==> src/rtl/uart_chan_pkg.sv <==
package uart_chan_pkg;

  localparam int CTL_W  = 9;
  localparam int MODE_W = 10;

  localparam int B_RXRST  = 0;
  localparam int B_TXRST  = 1;
  localparam int B_RXEN   = 2;
  localparam int B_RXDIS  = 3;
  localparam int B_TXEN   = 4;
  localparam int B_TXDIS  = 5;
  localparam int B_TMORST = 6;
  localparam int B_BRKON  = 7;
  localparam int B_BRKOFF = 8;

  localparam logic [CTL_W-1:0] CTL_RESET   = 9'h128;
  localparam logic [CTL_W-1:0] CTL_SELFCLR = (9'd1 << B_RXRST) | (9'd1 << B_TXRST)
                                           | (9'd1 << B_TMORST);

  typedef enum logic [1:0] {
    CH_NORMAL = 2'd0,
    CH_ECHO   = 2'd1,
    CH_LLOOP  = 2'd2,
    CH_RLOOP  = 2'd3
  } chan_mode_e;

  function automatic logic [3:0] char_len_of(input logic [1:0] code);
    case (code)
      2'd3:    char_len_of = 4'd6;
      2'd2:    char_len_of = 4'd7;
      default: char_len_of = 4'd8;
    endcase
  endfunction

  function automatic logic parity_on(input logic [2:0] code);
    parity_on = (code == 3'd0) || (code == 3'd1);
  endfunction

  function automatic logic two_stops(input logic [1:0] code);
    two_stops = (code != 2'd3);
  endfunction

  function automatic logic dir_active(input logic en, input logic dis);
    dir_active = en && !dis;
  endfunction

endpackage

==> src/rtl/uart_ctl_reg.sv <==
module uart_ctl_reg
  import uart_chan_pkg::*;
#(
  parameter int REG_W = 16
) (
  input  logic             clk,
  input  logic             rst_n,
  input  logic             wr_en,
  input  logic [REG_W-1:0] wdata,
  output logic             rx_en,
  output logic             tx_en,
  output logic             rxf_rst,
  output logic             txf_rst,
  output logic             tmo_restart,
  output logic             brk_req
);

  logic [CTL_W-1:0] ctl_q;

  // Each control bit is its own flop; self-clearing bits drop back to zero
  // on every cycle without a write.
  for (genvar b = 0; b < CTL_W; b++) begin : g_bit
    if (CTL_SELFCLR[b]) begin : g_pulse
      always_ff @(posedge clk or negedge rst_n) begin
        if (!rst_n)     ctl_q[b] <= CTL_RESET[b];
        else if (wr_en) ctl_q[b] <= wdata[b];
        else            ctl_q[b] <= 1'b0;
      end
    end else begin : g_hold
      always_ff @(posedge clk or negedge rst_n) begin
        if (!rst_n)     ctl_q[b] <= CTL_RESET[b];
        else if (wr_en) ctl_q[b] <= wdata[b];
      end
    end
  end

  assign rx_en       = dir_active(ctl_q[B_RXEN], ctl_q[B_RXDIS]);
  assign tx_en       = dir_active(ctl_q[B_TXEN], ctl_q[B_TXDIS]);
  assign brk_req     = ctl_q[B_BRKON] && !ctl_q[B_BRKOFF];
  assign rxf_rst     = ctl_q[B_RXRST];
  assign txf_rst     = ctl_q[B_TXRST];
  assign tmo_restart = ctl_q[B_TMORST];

  // reset pulses last one cycle unless rewritten
  a_r3_rxrst_clears: assert property (@(posedge clk) disable iff (!rst_n)
    rxf_rst && !(wr_en && wdata[B_RXRST]) |=> !rxf_rst);
  a_r3_txrst_clears: assert property (@(posedge clk) disable iff (!rst_n)
    txf_rst && !(wr_en && wdata[B_TXRST]) |=> !txf_rst);
  // timeout restart is a pulse too
  a_r5_tmo_clears: assert property (@(posedge clk) disable iff (!rst_n)
    tmo_restart && !(wr_en && wdata[B_TMORST]) |=> !tmo_restart);
  // enables hold while no write occurs
  a_r2_en_stable: assert property (@(posedge clk) disable iff (!rst_n)
    !wr_en |=> $stable(rx_en) && $stable(tx_en) && $stable(brk_req));

endmodule

==> src/rtl/uart_mode_reg.sv <==
module uart_mode_reg
  import uart_chan_pkg::*;
#(
  parameter int REG_W = 16
) (
  input  logic             clk,
  input  logic             rst_n,
  input  logic             wr_en,
  input  logic [REG_W-1:0] wdata,
  output logic [3:0]       char_bits,
  output logic             parity_en,
  output logic             parity_odd,
  output logic             stop_two,
  output logic             clk_div8,
  output chan_mode_e       mode
);

  logic [MODE_W-1:0] mode_q;

  always_ff @(posedge clk or negedge rst_n) begin
    if (!rst_n)     mode_q <= '0;
    else if (wr_en) mode_q <= wdata[MODE_W-1:0];
  end

  assign char_bits  = char_len_of(mode_q[2:1]);
  assign parity_en  = parity_on(mode_q[5:3]);
  assign parity_odd = (mode_q[5:3] == 3'd1);
  assign stop_two   = two_stops(mode_q[7:6]);
  assign clk_div8   = mode_q[0];
  assign mode       = chan_mode_e'(mode_q[9:8]);

  // the mode word only moves on its own write
  a_r10_mode_hold: assert property (@(posedge clk) disable iff (!rst_n)
    !wr_en |=> $stable(mode) && $stable(char_bits) && $stable(stop_two));

endmodule

==> src/rtl/uart_chan_route.sv <==
module uart_chan_route
  import uart_chan_pkg::*;
#(
  parameter int DATA_W = 8
) (
  input  logic              clk,
  input  logic              rst_n,
  input  chan_mode_e        mode,
  input  logic              rx_en,
  input  logic              tx_en,
  input  logic              line_vld,
  input  logic [DATA_W-1:0] line_byte,
  input  logic              host_wr,
  input  logic [DATA_W-1:0] host_byte,
  output logic              rxf_push,
  output logic [DATA_W-1:0] rxf_data,
  output logic              txp_push,
  output logic [DATA_W-1:0] txp_data
);

  localparam int N_DIR  = 2;
  localparam int DIR_RX = 0;
  localparam int DIR_TX = 1;

  // Named routing events, visible to assertions
  logic line_to_rx, line_to_tx, host_to_rx, host_to_tx;

  assign line_to_rx = line_vld && rx_en && (mode == CH_NORMAL || mode == CH_ECHO);
  assign line_to_tx = line_vld && tx_en && (mode == CH_ECHO   || mode == CH_RLOOP);
  assign host_to_rx = host_wr  && rx_en && (mode == CH_LLOOP);
  assign host_to_tx = host_wr  && tx_en && (mode == CH_NORMAL);

  logic [N_DIR-1:0]             go;
  logic [N_DIR-1:0][DATA_W-1:0] pick;
  logic [N_DIR-1:0]             push_q;
  logic [N_DIR-1:0][DATA_W-1:0] data_q;

  assign go[DIR_RX]   = line_to_rx || host_to_rx;
  assign go[DIR_TX]   = line_to_tx || host_to_tx;
  assign pick[DIR_RX] = line_to_rx ? line_byte : host_byte;
  assign pick[DIR_TX] = line_to_tx ? line_byte : host_byte;

  for (genvar d = 0; d < N_DIR; d++) begin : g_dir
    always_ff @(posedge clk or negedge rst_n) begin
      if (!rst_n) begin
        push_q[d] <= 1'b0;
        data_q[d] <= '0;
      end else begin
        push_q[d] <= go[d];
        if (go[d]) data_q[d] <= pick[d];
      end
    end
  end

  assign rxf_push = push_q[DIR_RX];
  assign rxf_data = data_q[DIR_RX];
  assign txp_push = push_q[DIR_TX];
  assign txp_data = data_q[DIR_TX];

  // line byte reaches the receive FIFO in normal/echo
  a_r7_line_rx: assert property (@(posedge clk) disable iff (!rst_n)
    line_vld && rx_en && (mode == CH_NORMAL || mode == CH_ECHO)
    |=> rxf_push && rxf_data == $past(line_byte));
  // line byte reaches the transmitter in echo/remote loopback
  a_r7_line_tx: assert property (@(posedge clk) disable iff (!rst_n)
    line_vld && tx_en && (mode == CH_ECHO || mode == CH_RLOOP)
    |=> txp_push && txp_data == $past(line_byte));
  // host byte reaches the transmitter in normal mode
  a_r8_host_tx: assert property (@(posedge clk) disable iff (!rst_n)
    host_wr && tx_en && mode == CH_NORMAL |=> txp_push && txp_data == $past(host_byte));
  // no push into an inactive direction, none without a strobe
  a_r9_rx_gated: assert property (@(posedge clk) disable iff (!rst_n)
    !rx_en |=> !rxf_push);
  a_r9_tx_gated: assert property (@(posedge clk) disable iff (!rst_n)
    !tx_en |=> !txp_push);
  a_r9_idle: assert property (@(posedge clk) disable iff (!rst_n)
    !line_vld && !host_wr |=> !rxf_push && !txp_push);

endmodule

==> src/rtl/uart_chan_ctl.sv <==
module uart_chan_ctl
  import uart_chan_pkg::*;
#(
  parameter int REG_W  = 16,
  parameter int DATA_W = 8
) (
  input  logic              clk,
  input  logic              rst_n,
  input  logic              reg_wr,
  input  logic              reg_sel,
  input  logic [REG_W-1:0]  reg_wdata,
  input  logic              line_vld,
  input  logic [DATA_W-1:0] line_byte,
  input  logic              host_wr,
  input  logic [DATA_W-1:0] host_byte,
  output logic              rxf_push,
  output logic [DATA_W-1:0] rxf_data,
  output logic              txp_push,
  output logic [DATA_W-1:0] txp_data,
  output logic              rx_en,
  output logic              tx_en,
  output logic              rxf_rst,
  output logic              txf_rst,
  output logic              tmo_restart,
  output logic              brk_req,
  output logic [3:0]        char_bits,
  output logic              parity_en,
  output logic              parity_odd,
  output logic              stop_two,
  output logic              clk_div8,
  output logic [1:0]        chan_mode
);

  logic       ctl_wr, mode_wr;
  chan_mode_e mode;

  assign ctl_wr  = reg_wr && !reg_sel;
  assign mode_wr = reg_wr &&  reg_sel;

  uart_ctl_reg #(.REG_W(REG_W)) u_ctl (
    .clk(clk), .rst_n(rst_n), .wr_en(ctl_wr), .wdata(reg_wdata),
    .rx_en(rx_en), .tx_en(tx_en), .rxf_rst(rxf_rst), .txf_rst(txf_rst),
    .tmo_restart(tmo_restart), .brk_req(brk_req)
  );

  uart_mode_reg #(.REG_W(REG_W)) u_mode (
    .clk(clk), .rst_n(rst_n), .wr_en(mode_wr), .wdata(reg_wdata),
    .char_bits(char_bits), .parity_en(parity_en), .parity_odd(parity_odd),
    .stop_two(stop_two), .clk_div8(clk_div8), .mode(mode)
  );

  uart_chan_route #(.DATA_W(DATA_W)) u_route (
    .clk(clk), .rst_n(rst_n), .mode(mode), .rx_en(rx_en), .tx_en(tx_en),
    .line_vld(line_vld), .line_byte(line_byte),
    .host_wr(host_wr), .host_byte(host_byte),
    .rxf_push(rxf_push), .rxf_data(rxf_data),
    .txp_push(txp_push), .txp_data(txp_data)
  );

  assign chan_mode = mode;

  // a mode write never disturbs the control outputs
  a_r10_sel_ctl: assert property (@(posedge clk) disable iff (!rst_n)
    mode_wr |=> $stable(rx_en) && $stable(tx_en) && !rxf_rst && !txf_rst);

endmodule

==> config.mk <==
export PLATFORM = sky130hd
export DESIGN_NAME = uart_chan_ctl
export DESIGN_NICKNAME = d
export VERILOG_FILES = /design/src/rtl/uart_chan_pkg.sv /design/src/rtl/uart_ctl_reg.sv /design/src/rtl/uart_mode_reg.sv /design/src/rtl/uart_chan_route.sv /design/src/rtl/uart_chan_ctl.sv
export SDC_FILE = /design/constraint.sdc
export NUM_CORES = 1
export LEC_CHECK = 0
export ABC_AREA = 1
export BUFFER_PORTS_ARGS = -buffer_cell sky130_fd_sc_hd__buf_2
export CAP_MARGIN = 20
export CORE_ASPECT_RATIO = 0.5
export CORE_UTILIZATION = 40
export CTS_BUF_LIST = sky130_fd_sc_hd__clkbuf_4
export CTS_CLUSTER_DIAMETER = 50
export DETAILED_ROUTE_END_ITERATION = 10
export PLACE_DENSITY = 0.76
export SYNTH_ARGS = -nofsm -noshare
export SYNTH_HDL_FRONTEND = slang
export SYNTH_SLANG_ARGS = --single-unit
==> constraint.sdc <==
create_clock -name clk -period 2.2 [get_ports clk]
set_input_delay 0.55 -clock clk [delete_from_list [all_inputs] [get_ports clk]]
set_output_delay 0.55 -clock clk [all_outputs]
set_load 0.03 [all_outputs]
Word-level counts from Yosys, hierarchy flattened
Cells that the tools add are included.
{"block": "totals", "register_bits": 37, "input_bits": 38, "elab_cells": 51}
{"block": "op_classes", "n_eq_ne": 7, "n_mux": 6, "n_reduce_logical": 24}
{"cell": "2-to-1 mux 8 bit", "n": 2}
{"cell": "logical AND 1 bit", "n": 13}
{"cell": "== test 2 bit (second input constant)", "n": 4}
{"cell": "one-hot mux 4 bit (2 select lines)", "n": 1}
{"cell": "logical OR 1 bit", "n": 5}
{"cell": "zero test 1 bit", "n": 4}
{"cell": "== test 3 x 1 -> 1 bit (second input constant)", "n": 1}
{"cell": "zero test 3 bit", "n": 1}
{"cell": "2-to-1 mux 1 bit", "n": 3}
{"cell": "== test 2 x 1 -> 1 bit (second input constant)", "n": 1}
{"cell": "zero test 2 bit", "n": 1}
{"cell": "!= test 2 bit (second input constant)", "n": 1}

Depth between registers and ports, before layout
Gate-level depths: netlist of run 1.
{"block": "depth", "ltp_word": 5, "depth_mapped": 8, "depth_no_buf": 7}

Hierarchy
A second synthesis of run 1 with hierarchy kept.
{"block": "unflattened", "hier_cells": 228, "area_unflattened_um2": 1873.0}
{"module": "uart_chan_route", "instances": 1, "cells_each": 130, "area_each_um2": 1066.0, "seq_area_each_um2": 450.4}
{"module": "uart_mode_reg", "instances": 1, "cells_each": 53, "area_each_um2": 430.4, "seq_area_each_um2": 250.2}
{"module": "uart_ctl_reg", "instances": 1, "cells_each": 41, "area_each_um2": 359.1, "seq_area_each_um2": 229.0}
{"module": "uart_chan_ctl", "instances": 1, "cells_each": 4, "area_each_um2": 17.5, "seq_area_each_um2": 0.0}

Least setup slack after synthesis of run 1
Ideal clock, no wire load.
{"block": "synth_timing", "path_type": "reg-to-output", "startpoint": "register u_mode.mode_q[5]", "endpoint": "output port parity_odd", "arrival_ps": 1123, "t_required_ps": 1650, "setup_slack_ps": 527, "stages_incl_launch_ff": 2, "n_path_buf": 0, "cell_sequence": "dfrtp_1 -> nor3b_1"}
{"block": "synth_between", "elab_chain_len": 1}
{"element": "from (decl)", "line": "uart_mode_reg.sv:18", "text": "logic [MODE_W-1:0] mode_q;"}
{"element": "from (signal assigned)", "line": "uart_mode_reg.sv:22", "text": "else if (wr_en) mode_q <= wdata[MODE_W-1:0];"}
{"element": "== test 3 x 1 -> 1 bit", "line": "uart_mode_reg.sv:27", "text": "assign parity_odd = (mode_q[5:3] == 3'd1);"}
{"element": "to (decl)", "line": "uart_chan_ctl.sv:28", "text": "output logic parity_odd,"}
No other way between the ends.

Final worst setup path of run 1
{"block": "layout_timing", "startpoint": "register u_ctl.ctl_q[2]", "endpoint": "output port rx_en"}
{"block": "layout_between", "elab_chain_len": 1}
{"element": "from (decl)", "line": "uart_ctl_reg.sv:18", "text": "logic [CTL_W-1:0] ctl_q;"}
{"element": "from (signal, indexed assignment)", "line": "uart_ctl_reg.sv:31", "text": "if (!rst_n) ctl_q[b] <= CTL_RESET[b];"}
{"element": "from (signal, indexed assignment)", "line": "uart_ctl_reg.sv:32", "text": "else if (wr_en) ctl_q[b] <= wdata[b];"}
{"element": "logical AND 1 bit", "line": "uart_chan_pkg.sv:44", "text": "dir_active = en && !dis;"}
{"element": "to (decl)", "line": "uart_chan_ctl.sv:20", "text": "output logic rx_en,"}
No other way between the ends.

==> flow_metrics.py, run 1 <==
metrics = {
    "run_status": {
        "status": "finished clean",
    },
    "clocking": {
        "cts_root_buf": "sky130_fd_sc_hd__clkbuf_4",
        "tritoncts.num_buffers": 5,
        "ctsLongestPathBuffers": 2,
        "cts_tree": "yes",
        "clock_sink_count": 37,
        "cts-resized-gates": 0,
        "clk_pin_slew_worst_paths_ns": 0.11,
        "h-tree-depth": 2,
        "post_cts.repair.setup_buffers": 0,
        "insertion_delay_ns": 0.33,
        "cts_hold_buffers": 0,
    },
    "global_routing": {
        "grt_usage": 0.1679,
        "first_global_vias": 1408,
        "global_route_wire_length_before_repair_mm": 6.016,
        "grt_max_degree": 38,
        "number_of_antenna_violations_at_the_first_check_in_global_routing": 0,
        "global_route.overflow_total": 0,
    },
    "sta": {
        "worst_slew_pin_tran_ns": 0.8113,
        "final_critical_path_setup_slack_ns": 0.3539,
        "fin_hold_ws_ns": 0.2958,
        "clock_skew_ns": 0.008508,
        "timing.final.hold_violations": 0,
        "period_share": 0.8391,
        "fmaxAchievable_ghz": 0.5417,
        "timing.final.max_slew_violations": 0,
        "finalCriticalPeriod_ns": 1.846,
        "setup_viols_final": 0,
        "relSlewSlack": 0.4591,
        "rsz_0062_raised_after_global_routing": "no",
        "tns_ns": 0,
    },
    "layout": {
        "layout_nets": 320,
        "syn2layout_area_growth_pct": 24.27,
        "utilization": 0.5387,
        "num_antenna_cells": 0,
        "drive_gt1_frac": 0.3251,
        "post_route_cell_area_sq_mm": 0.002178,
        "num-fill-cells": 406,
    },
    "placed_design": {
        "gp_congestion": 0.7438,
        "detailedPlacementHpwl_mm": 2.793,
        "worst_setup_slack_before_clock_tree_synthesis_ns": 0.7335,
        "port_buffers": 65,
        "placed_cell_area_sq_mm": 0.002100,
    },
    "setup_path": {
        "crit_path_start": "u_ctl.ctl_q[2]",
        "endpoint_kind": "primary output",
        "timing.critical_path.fanout_max": 12,
        "crit_required_ns": 1.65,
        "critPathKind": "flop to primary output",
        "critical_path.reg2reg.startpoint": "u_ctl.ctl_q[5]",
        "critPathArrivalTime_ns": 1.30,
        "timing.reg2reg.setup_slack_ns": 0.91,
        "timing.critical_path.from_type": "flop",
        "number_of_cells_on_the_worst_reg_to_reg_path": 7,
        "crit-reg2reg-capture": "u_route.txp_data[2]",
    },
    "power_and_ir_drop": {
        "power_density_mw_per_mm2": 1034,
        "ir_worst_vdd_v": 0.0003464,
        "leakage_nw": 1.281,
    },
    "route": {
        "ant_nets": 0,
        "via_per_inst": 4.611,
        "routed_wire_length_per_instance_um": 10.78,
        "num_vias": 1554,
        "detail_route.drc_violations": 0,
        "dr.pass1.iters": 5,
        "drt-initial-drc-count": 61,
        "detail_route.wirelength_mm": 3.633,
    },
    "floorplanning": {
        "die_y_um": 48.81,
        "initial_core_util": 0.4335,
        "fp.dieW_um": 95.62,
        "rows": 16,
        "core_sq_mm": 0.004044,
        "floorplan.io_pins": 72,
        "die_area_sq_mm": 0.004667,
    },
    "synthesis": {
        "synth.net_count": 255,
        "yosys_register_bits": 37,
        "netlist_instances": 217,
        "share_of_the_yosys_chip_area_belonging_to_registers": 0.5303,
        "syn_avg_cell_area_sq_um": 8.078,
        "yosysUniqueCellTypes": 18,
        "yosysTopAreaCellShare": 0.4854,
        "synthTopCellsByArea": "sky130_fd_sc_hd__dfrtp_1 (49%), sky130_fd_sc_hd__nand2_1 (21%), sky130_fd_sc_hd__nand3_1 (4.9%)",
        "ys.warnings.count": 0,
        "yosysTopAreaCell": "sky130_fd_sc_hd__dfrtp_1",
        "synth_cell_area_sq_mm": 0.001753,
    },
    "flow_run": {
        "max-cap-violations": 0,
    },
    "min_path": {
        "min_path_type": "primary input to async pin",
    },
}
==> per-layer routing <==
metal	vias up	global-route usage	wire length (um)
met4	0	0.03731	8
met3	2	0.04673	198
met2	38	0.2881	1807
li1	797	-	-
met5	-	0	0
met1	717	0.2114	1619
==> flip-flops by register name, summed over array words and instances, names as in the netlist <==
| register | count |
|---|---|
| u_ctl.ctl_q | 6 |
| u_ctl.rxf_rst | 1 |
| u_ctl.tmo_restart | 1 |
| u_ctl.txf_rst | 1 |
| u_mode.mode_q | 10 |
| u_route.rxf_data | 8 |
| u_route.rxf_push | 1 |
| u_route.txp_data | 8 |
| u_route.txp_push | 1 |
==> worst max-delay path, cell delays in order, from the launching register on <==
cell                      delay (ns)
sky130_fd_sc_hd__dfrtp_1        0.37
sky130_fd_sc_hd__inv_1          0.07
sky130_fd_sc_hd__nor2_4         0.26
sky130_fd_sc_hd__buf_2          0.27
==> kinds of logic after synthesis <==
logic type,Yosys count,synth area share
DFF,37,0.5303
muxes,1,0.006424
AOI/OAI and AO/OA,16,0.04782
buffers and inverters,26,0.06923
and+or+nand+nor,137,0.3462
==> report_power, final <==
part / total [mW] / leakage (nW) / internal (mW) / switching (mW)
Combinational: 0.834 / 0.779 / 0.245 / 0.589
Clock: 0.470 / 0.0433 / 0.249 / 0.221
Sequential: 0.948 / 0.459 / 0.856 / 0.0914
Total: 2.25 / 1.28 / 1.35 / 0.901
==> layout by cell type (no fill, tap or decap), types with 3 or more instances in the layout <==
cell type                  Yosys  routed
sky130_fd_sc_hd__o21ai_0      15      15
sky130_fd_sc_hd__nand3_1      17      17
sky130_fd_sc_hd__buf_2         1      65
sky130_fd_sc_hd__inv_1        15      15
sky130_fd_sc_hd__nand2_2       3       3
sky130_fd_sc_hd__nand2_4       4       4
sky130_fd_sc_hd__dfrtp_1      34      34
sky130_fd_sc_hd__clkbuf_4      0       6
sky130_fd_sc_hd__inv_2         3       3
sky130_fd_sc_hd__dfstp_2       3       3
sky130_fd_sc_hd__nand2_1      99      99
sky130_fd_sc_hd__nor2_1        9       9
sky130_fd_sc_hd__nor2_4        4       4
==> cells in the mapped netlist <==
cell type,number
sky130_fd_sc_hd__dfrtp_1,34
sky130_fd_sc_hd__o21ai_2,1
sky130_fd_sc_hd__nor2_4,4
sky130_fd_sc_hd__nand2_4,4
sky130_fd_sc_hd__nand2_2,3
sky130_fd_sc_hd__o21ai_0,15
sky130_fd_sc_hd__nand3_1,17
sky130_fd_sc_hd__buf_2,1
sky130_fd_sc_hd__dfstp_2,3
sky130_fd_sc_hd__buf_6,1
sky130_fd_sc_hd__clkbuf_1,2
sky130_fd_sc_hd__nor3b_1,1
sky130_fd_sc_hd__nor2_1,9
sky130_fd_sc_hd__mux2_2,1
sky130_fd_sc_hd__inv_1,15
sky130_fd_sc_hd__inv_2,3
sky130_fd_sc_hd__nand2_1,99
sky130_fd_sc_hd__buf_4,4
==> cell type report <==
class                      count  area (sq um)  area share
clock buffer                   6         45.04     0.02068
clock inverter                 2         33.78     0.01551
sequential                    37         929.6      0.4268
inverter                      18         67.56     0.03102
tap                           54         67.56     0.03102
timing repair buffer          66         332.8      0.1528
multi-input combinational    154         701.9      0.3222
==> through the flow <==
| step | total power [mW] | std cells |
|---|---|---|
| finish | 2.252 | 337 |
| global route | 2.396 | 337 |
| CTS | 2.284 | 337 |
| detailed placement | 1.809 | 329 |
| global placement | 1.792 | 329 |
| floorplan | 1.555 | 217 |
==> worst max-delay path by stage <==
stage | endpoint | slack [ns] | depth (start not counted)
after floorplan | parity_odd | 0.53 | 1
after global placement | rx_en | 0.75 | 3
after detailed placement | rx_en | 0.73 | 3
after CTS | rx_en | 0.34 | 3
after global routing | rx_en | 0.28 | 3
final | rx_en | 0.35 | 3
Power figures use the tool's default switching activity.
==> run 2: changes to the inputs <==
==> constraint.sdc (replaced) <==
create_clock -name clk -period 1.8 [get_ports clk]
set_input_delay 0.45 -clock clk [delete_from_list [all_inputs] [get_ports clk]]
set_output_delay 0.45 -clock clk [all_outputs]
set_load 0.03 [all_outputs]
==> flow_metrics.py, run 2 (same netlist as run 1, synthesis figures left out) <==
metrics = {
    "clocking": {
        "h-tree-depth": 2,
        "cts_hold_buffers": 0,
        "cts_root_buf": "sky130_fd_sc_hd__clkbuf_4",
        "clock_sink_count": 37,
        "clk_pin_slew_worst_paths_ns": 0.12,
        "ctsLongestPathBuffers": 2,
        "cts-resized-gates": 0,
        "insertion_delay_ns": 0.34,
        "tritoncts.num_buffers": 5,
        "cts_tree": "yes",
    },
    "layout": {
        "layoutNonFillerInstCount": 343,
        "mostFrequentLayoutCells": "sky130_fd_sc_hd__nand2_1 (99), sky130_fd_sc_hd__buf_2 (65), sky130_fd_sc_hd__dfrtp_1 (34)",
        "commonest_non_fill_non_tap_cell_in_the_layout": "sky130_fd_sc_hd__nand2_1",
        "utilization": 0.5439,
        "drive_gt1_frac": 0.3426,
        "num_antenna_cells": 0,
        "largest_register_ffs": 10,
        "post_route_cell_area_sq_mm": 0.002200,
        "syn2layout_area_growth_pct": 25.48,
        "register_bank_with_the_most_flops": "u_mode.mode_q",
        "layout_nets": 326,
    },
    "sta": {
        "period_share": 0.9417,
        "finalCriticalPeriod_ns": 1.695,
        "relSlewSlack": 0.6927,
        "tns_ns": 0,
        "setup_viols_final": 0,
        "worst_slew_pin_tran_ns": 0.4610,
        "timing.final.hold_violations": 0,
        "rsz_0062_raised_after_global_routing": "no",
        "fin_hold_ws_ns": 0.1351,
        "final_critical_path_setup_slack_ns": 0.1050,
        "timing.final.max_slew_violations": 0,
        "fmaxAchievable_ghz": 0.5900,
        "clock_skew_ns": 0.01113,
    },
    "placed_design": {
        "placed_cell_area_sq_mm": 0.002107,
        "worst_setup_slack_before_clock_tree_synthesis_ns": 0.4413,
        "gp_congestion": 0.7515,
        "port_buffers": 65,
        "detailedPlacementHpwl_mm": 2.850,
        "dp_cells": 330,
    },
    "global_routing": {
        "grt_usage": 0.1699,
        "global_route.overflow_total": 0,
        "grt_max_degree": 38,
        "global_route_wire_length_before_repair_mm": 6.072,
        "number_of_antenna_violations_at_the_first_check_in_global_routing": 0,
        "first_global_vias": 1431,
    },
    "route": {
        "ant_nets": 0,
        "dr.pass1.iters": 4,
        "num_vias": 1601,
        "drt-initial-drc-count": 62,
        "via_per_inst": 4.668,
        "detail_route.wirelength_mm": 3.813,
        "routed_wire_length_per_instance_um": 11.12,
        "detail_route.drc_violations": 0,
    },
    "setup_path": {
        "timing.critical_path.from_type": "flop",
        "crit_required_ns": 1.35,
        "cpPeakStageDelay_ns": 0.37,
        "timing.critical_path.fanout_max": 7,
        "critPathKind": "flop to primary output",
        "endpoint_kind": "primary output",
        "cp_cell_sequence": "inv_1 > nor2_4 > buf_2",
        "critPathArrivalTime_ns": 1.24,
        "cpMaxStageDelayCell": "sky130_fd_sc_hd__dfrtp_1",
    },
    "run_status": {
        "status": "finished clean",
    },
    "floorplanning": {
        "floorplan.io_pins": 72,
        "initial_core_util": 0.4335,
        "fp.dieW_um": 95.62,
        "rows": 16,
        "core_sq_mm": 0.004044,
        "die_y_um": 48.81,
        "die_area_sq_mm": 0.004667,
    },
    "power_and_ir_drop": {
        "power_density_mw_per_mm2": 1203,
        "ir_worst_vdd_v": 0.0004023,
        "total_power_mw": 2.645,
        "leakage_nw": 1.304,
    },
    "min_path": {
        "min_path_type": "primary input to async pin",
    },
    "flow_run": {
        "max-cap-violations": 0,
    },
}
run 2: worst max-delay path: cells and delay by family (launching register included):
family        cells  cell delay (ns)
buf+inv           2             0.32
flops             1             0.37
simple gates      1             0.21
run 2: metal layers:
metal | GRT usage | vias up | share of wire
met5 | 0 | - | 0
met4 | 0.05224 | 0 | 0.0055
met3 | 0.04673 | 4 | 0.047
met2 | 0.3000 | 34 | 0.50
met1 | 0.2016 | 756 | 0.44
li1 | - | 807 | -
run 2: worst paths after layout:
path	slack, ns	start	cells past startpoint	end
worst max-delay path	0.11	u_ctl.ctl_q[2]	3	rx_en
worst min-delay path	0.14	rst_n	2	u_route.rxf_data[4]
worst max register to register	0.52	u_ctl.ctl_q[5]	7	u_route.txp_data[4]
worst min register to register	0.49	u_route.rxf_data[1]	2	u_route.rxf_data[1]
max in group asynchronous	1.31	rst_n	2	u_ctl.ctl_q[5]
min in group clk	0.32	reg_wdata[1]	3	u_ctl.txf_rst
run 2: what timing repair did:
item                       4_1_cts  5_1_grt
hold endpoints to repair         0        0
setup buffers                    0        5
setup endpoints to repair        0        1
run 2: power breakdown:
part	internal (mW)	total [mW]	leakage, nW	switching, mW
Sequential	1.05	1.17	0.459	0.124
Combinational	0.317	1.04	0.809	0.724
Clock	0.164	0.432	0.0354	0.268
run 2: cell type report:
| class | instances | area, sq um |
|---|---|---|
| Timing Repair Buffer | 72 | 377.9 |
| Clock buffer | 6 | 45.04 |
| Clock inverter | 2 | 10.01 |
| Sequential cell | 37 | 929.6 |
| Multi-Input combinational cell | 154 | 701.9 |
| Fill cell | 412 | 1844 |
| Tap cell | 54 | 67.56 |
| Inverter | 18 | 67.56 |
==> run 3: changes to the inputs <==
--- a/config.mk
+++ b/config.mk
@@ -5,7 +5,6 @@
 export SDC_FILE = /design/constraint.sdc
 export NUM_CORES = 1
 export LEC_CHECK = 0
-export ABC_AREA = 1
 export BUFFER_PORTS_ARGS = -buffer_cell sky130_fd_sc_hd__buf_2
 export CAP_MARGIN = 20
 export CORE_ASPECT_RATIO = 0.5
@@ -13,7 +12,7 @@
 export CTS_BUF_LIST = sky130_fd_sc_hd__clkbuf_4
 export CTS_CLUSTER_DIAMETER = 50
 export DETAILED_ROUTE_END_ITERATION = 10
-export PLACE_DENSITY = 0.76
+export PLACE_DENSITY = 0.78
 export SYNTH_ARGS = -nofsm -noshare
 export SYNTH_HDL_FRONTEND = slang
 export SYNTH_SLANG_ARGS = --single-unit
==> flow_metrics.py, run 3 <==
metrics = {
    "clocking": {
        "clock_sink_count": 37,
        "tritoncts.num_buffers": 5,
        "cts_tree": "yes",
        "cts_root_buf": "sky130_fd_sc_hd__clkbuf_4",
        "clk_pin_slew_worst_paths_ns": 0.10,
        "insertion_delay_ns": 0.34,
        "h-tree-depth": 2,
        "ctsLongestPathBuffers": 2,
        "cts_hold_buffers": 0,
    },
    "layout": {
        "num-fill-cells": 321,
        "multi_input_area_sq_um": 544.3,
        "drive_gt1_frac": 0.5464,
        "commonest_non_fill_non_tap_cell_in_the_layout": "sky130_fd_sc_hd__buf_2",
        "num_antenna_cells": 0,
        "syn2layout_area_growth_pct": 28.62,
        "largest_register_ffs": 10,
        "post_route_cell_area_sq_mm": 0.001968,
        "register_bank_with_the_most_flops": "u_mode.mode_q",
        "layout_nets": 220,
        "sequential_cell_area_sq_um": 929.6,
        "mostFrequentLayoutCells": "sky130_fd_sc_hd__buf_2 (65), sky130_fd_sc_hd__dfrtp_1 (34), sky130_fd_sc_hd__mux2_2 (16), sky130_fd_sc_hd__o22ai_1 (16), sky130_fd_sc_hd__a2bb2oi_1 (16)",
    },
    "synthesis": {
        "synth_cell_area_sq_mm": 0.001530,
        "yosysTopAreaCellShare": 0.5560,
        "ys_top_cells_by_count": "sky130_fd_sc_hd__dfrtp_1 (34), sky130_fd_sc_hd__a2bb2oi_1 (16), sky130_fd_sc_hd__mux2_2 (16), sky130_fd_sc_hd__o22ai_1 (16)",
        "yosys_register_bits": 37,
        "asyncSetResetFlopFracSynth": 1.000,
        "post-synth-top-count-cell": "sky130_fd_sc_hd__dfrtp_1",
        "netlist_instances": 113,
        "share_of_the_yosys_chip_area_belonging_to_registers": 0.6075,
        "syn_avg_cell_area_sq_um": 13.54,
        "synthTopCellsByArea": "sky130_fd_sc_hd__dfrtp_1 (56%), sky130_fd_sc_hd__mux2_2 (12%), sky130_fd_sc_hd__a2bb2oi_1 (9.2%)",
        "synth-edff-count": 0,
        "yosysUniqueCellTypes": 19,
        "synth.net_count": 151,
        "yosysTopAreaCell": "sky130_fd_sc_hd__dfrtp_1",
        "ys.warnings.count": 0,
        "ys.flop_type": "sky130_fd_sc_hd__dfrtp_1",
    },
    "placed_design": {
        "detailedPlacementHpwl_mm": 2.512,
        "worst_setup_slack_before_clock_tree_synthesis_ns": 0.1513,
        "gp_congestion": 0.7254,
        "placed_cell_area_sq_mm": 0.001909,
        "port_buffers": 65,
    },
    "route": {
        "ant_nets": 0,
        "dr.pass1.iters": 6,
        "detail_route.drc_violations": 0,
        "detail_route.wirelength_mm": 3.387,
        "num_vias": 1203,
        "drt-initial-drc-count": 21,
        "via_per_inst": 5.141,
        "routed_wire_length_per_instance_um": 14.47,
    },
    "sta": {
        "final_critical_path_setup_slack_ns": 0.1061,
        "tns_ns": 0,
        "finalCriticalPeriod_ns": 1.694,
        "worst_slew_pin_tran_ns": 0.4508,
        "clock_skew_ns": 0.01195,
        "timing.final.max_slew_violations": 0,
        "timing.final.hold_violations": 0,
        "relSlewSlack": 0.6995,
        "fmaxAchievable_ghz": 0.5904,
        "period_share": 0.9410,
        "setup_viols_final": 0,
        "rsz_0062_raised_after_global_routing": "no",
    },
    "global_routing": {
        "global_route.overflow_total": 0,
        "grt_usage": 0.1724,
        "global_route_wire_length_before_repair_mm": 5.133,
        "first_global_vias": 1155,
        "number_of_antenna_violations_at_the_first_check_in_global_routing": 0,
        "grt_max_degree": 38,
    },
    "power_and_ir_drop": {
        "leakage_nw": 0.9417,
        "ir_worst_vdd_v": 0.0003422,
        "power_density_mw_per_mm2": 1420,
    },
    "floorplanning": {
        "die_y_um": 45.74,
        "initial_core_util": 0.4314,
        "core_sq_mm": 0.003547,
        "floorplan.io_pins": 72,
        "fp.dieW_um": 89.47,
        "die_area_sq_mm": 0.004092,
        "rows": 15,
    },
    "setup_path": {
        "critical_path.reg2reg.startpoint": "u_mode.mode_q[9]",
        "crit-reg2reg-capture": "u_route.txp_data[6]",
        "endpoint_kind": "primary output",
        "critPathKind": "flop to primary output",
        "timing.critical_path.fanout_max": 5,
        "critPathArrivalTime_ns": 1.24,
        "timing.critical_path.from_type": "flop",
        "crit_required_ns": 1.35,
        "timing.reg2reg.setup_slack_ns": 0.25,
        "number_of_cells_on_the_worst_reg_to_reg_path": 3,
    },
    "min_path": {
        "min_path_type": "primary input to async pin",
    },
    "flow_run": {
        "max-cap-violations": 0,
    },
    "run_status": {
        "status": "finished clean",
    },
}
## run 3: cell types whose count changed in the layout (fill, tap and decap cells not counted), sizes merged, moves of 15 or more
cell	before	now
inv	18	1
nand3	17	0
o22ai	0	16
nand2	106	3
mux2	1	16
a2bb2oi	0	16
o21ai	16	0
## run 3: repair_timing
| action | CTS | global route |
|---|---|---|
| setup buffers | 0 | 0 |
| gates resized for setup | 1 | 0 |
| setup endpoints to repair | 1 | 0 |
## run 3: critical path, stage by stage (launching register included)
cell and delay, ns:
sky130_fd_sc_hd__dfrtp_1 0.38, sky130_fd_sc_hd__nor2b_2 0.28, sky130_fd_sc_hd__buf_2 0.25
## run 3: worst max path at each step
stage	start	slack, ns	cells after the start	endpoint
3_3_place_gp	host_wr	0.20	4	u_route.txp_data[1]
2_1_floorplan	u_mode.mode_q[5]	0.17	2	parity_odd
3_5_place_dp	host_wr	0.15	4	u_route.txp_data[6]
5_1_grt	u_ctl.ctl_q[2]	0.04	2	rx_en
4_1_cts	u_ctl.ctl_q[2]	0.1	2	rx_en
6_report	u_ctl.ctl_q[2]	0.11	2	rx_en
## run 3: logic make-up (layout without fill, tap and decap cells)
group	Yosys count	in the layout	synth area share
simple gates	16	16	0.05969
mux	16	16	0.1177
flops	37	37	0.6075
compound gates	34	34	0.1766
buf+inv	10	80	0.03843
## run 3: metrics by stage
step                      total power [mW]    util  hold WS (ns)  instances
after floorplan                      2.014       -        0.1544        113
after global placement               2.348  0.5383        0.4847        226
after detailed placement             2.374  0.5383        0.4925        226
after CTS                            2.817  0.5549        0.1399        234
after global routing                 2.942  0.5549        0.1551        234
final                                2.796  0.5549        0.1335        234
## run 3: final cells by class
type | count | area share
clock buffers | 7 | 0.02670
clock inverters | 1 | 0.001907
inverters | 1 | 0.001907
multi-input cells | 66 | 0.2765
flip-flops and latches | 37 | 0.4723
well taps | 51 | 0.03242
repair buffers | 71 | 0.1882
## run 3: where the power goes
| group | switching, mW | total [mW] | internal [mW] |
|---|---|---|---|
| combinational | 0.725 | 1.14 | 0.419 |
| sequential | 0.134 | 1.21 | 1.07 |
| clock | 0.263 | 0.443 | 0.181 |
| total | 1.12 | 2.80 | 1.67 |
## run 3: per-layer routing
| metal | share of wire | global-route usage | wire length [um] |
|---|---|---|---|
| met1 | 0.42 | 0.2009 | 1429 |
| met2 | 0.52 | 0.3084 | 1772 |
| met3 | 0.045 | 0.05616 | 152 |
| met4 | 0.0097 | 0.05714 | 33 |
| met5 | 0 | 0 | 0 |
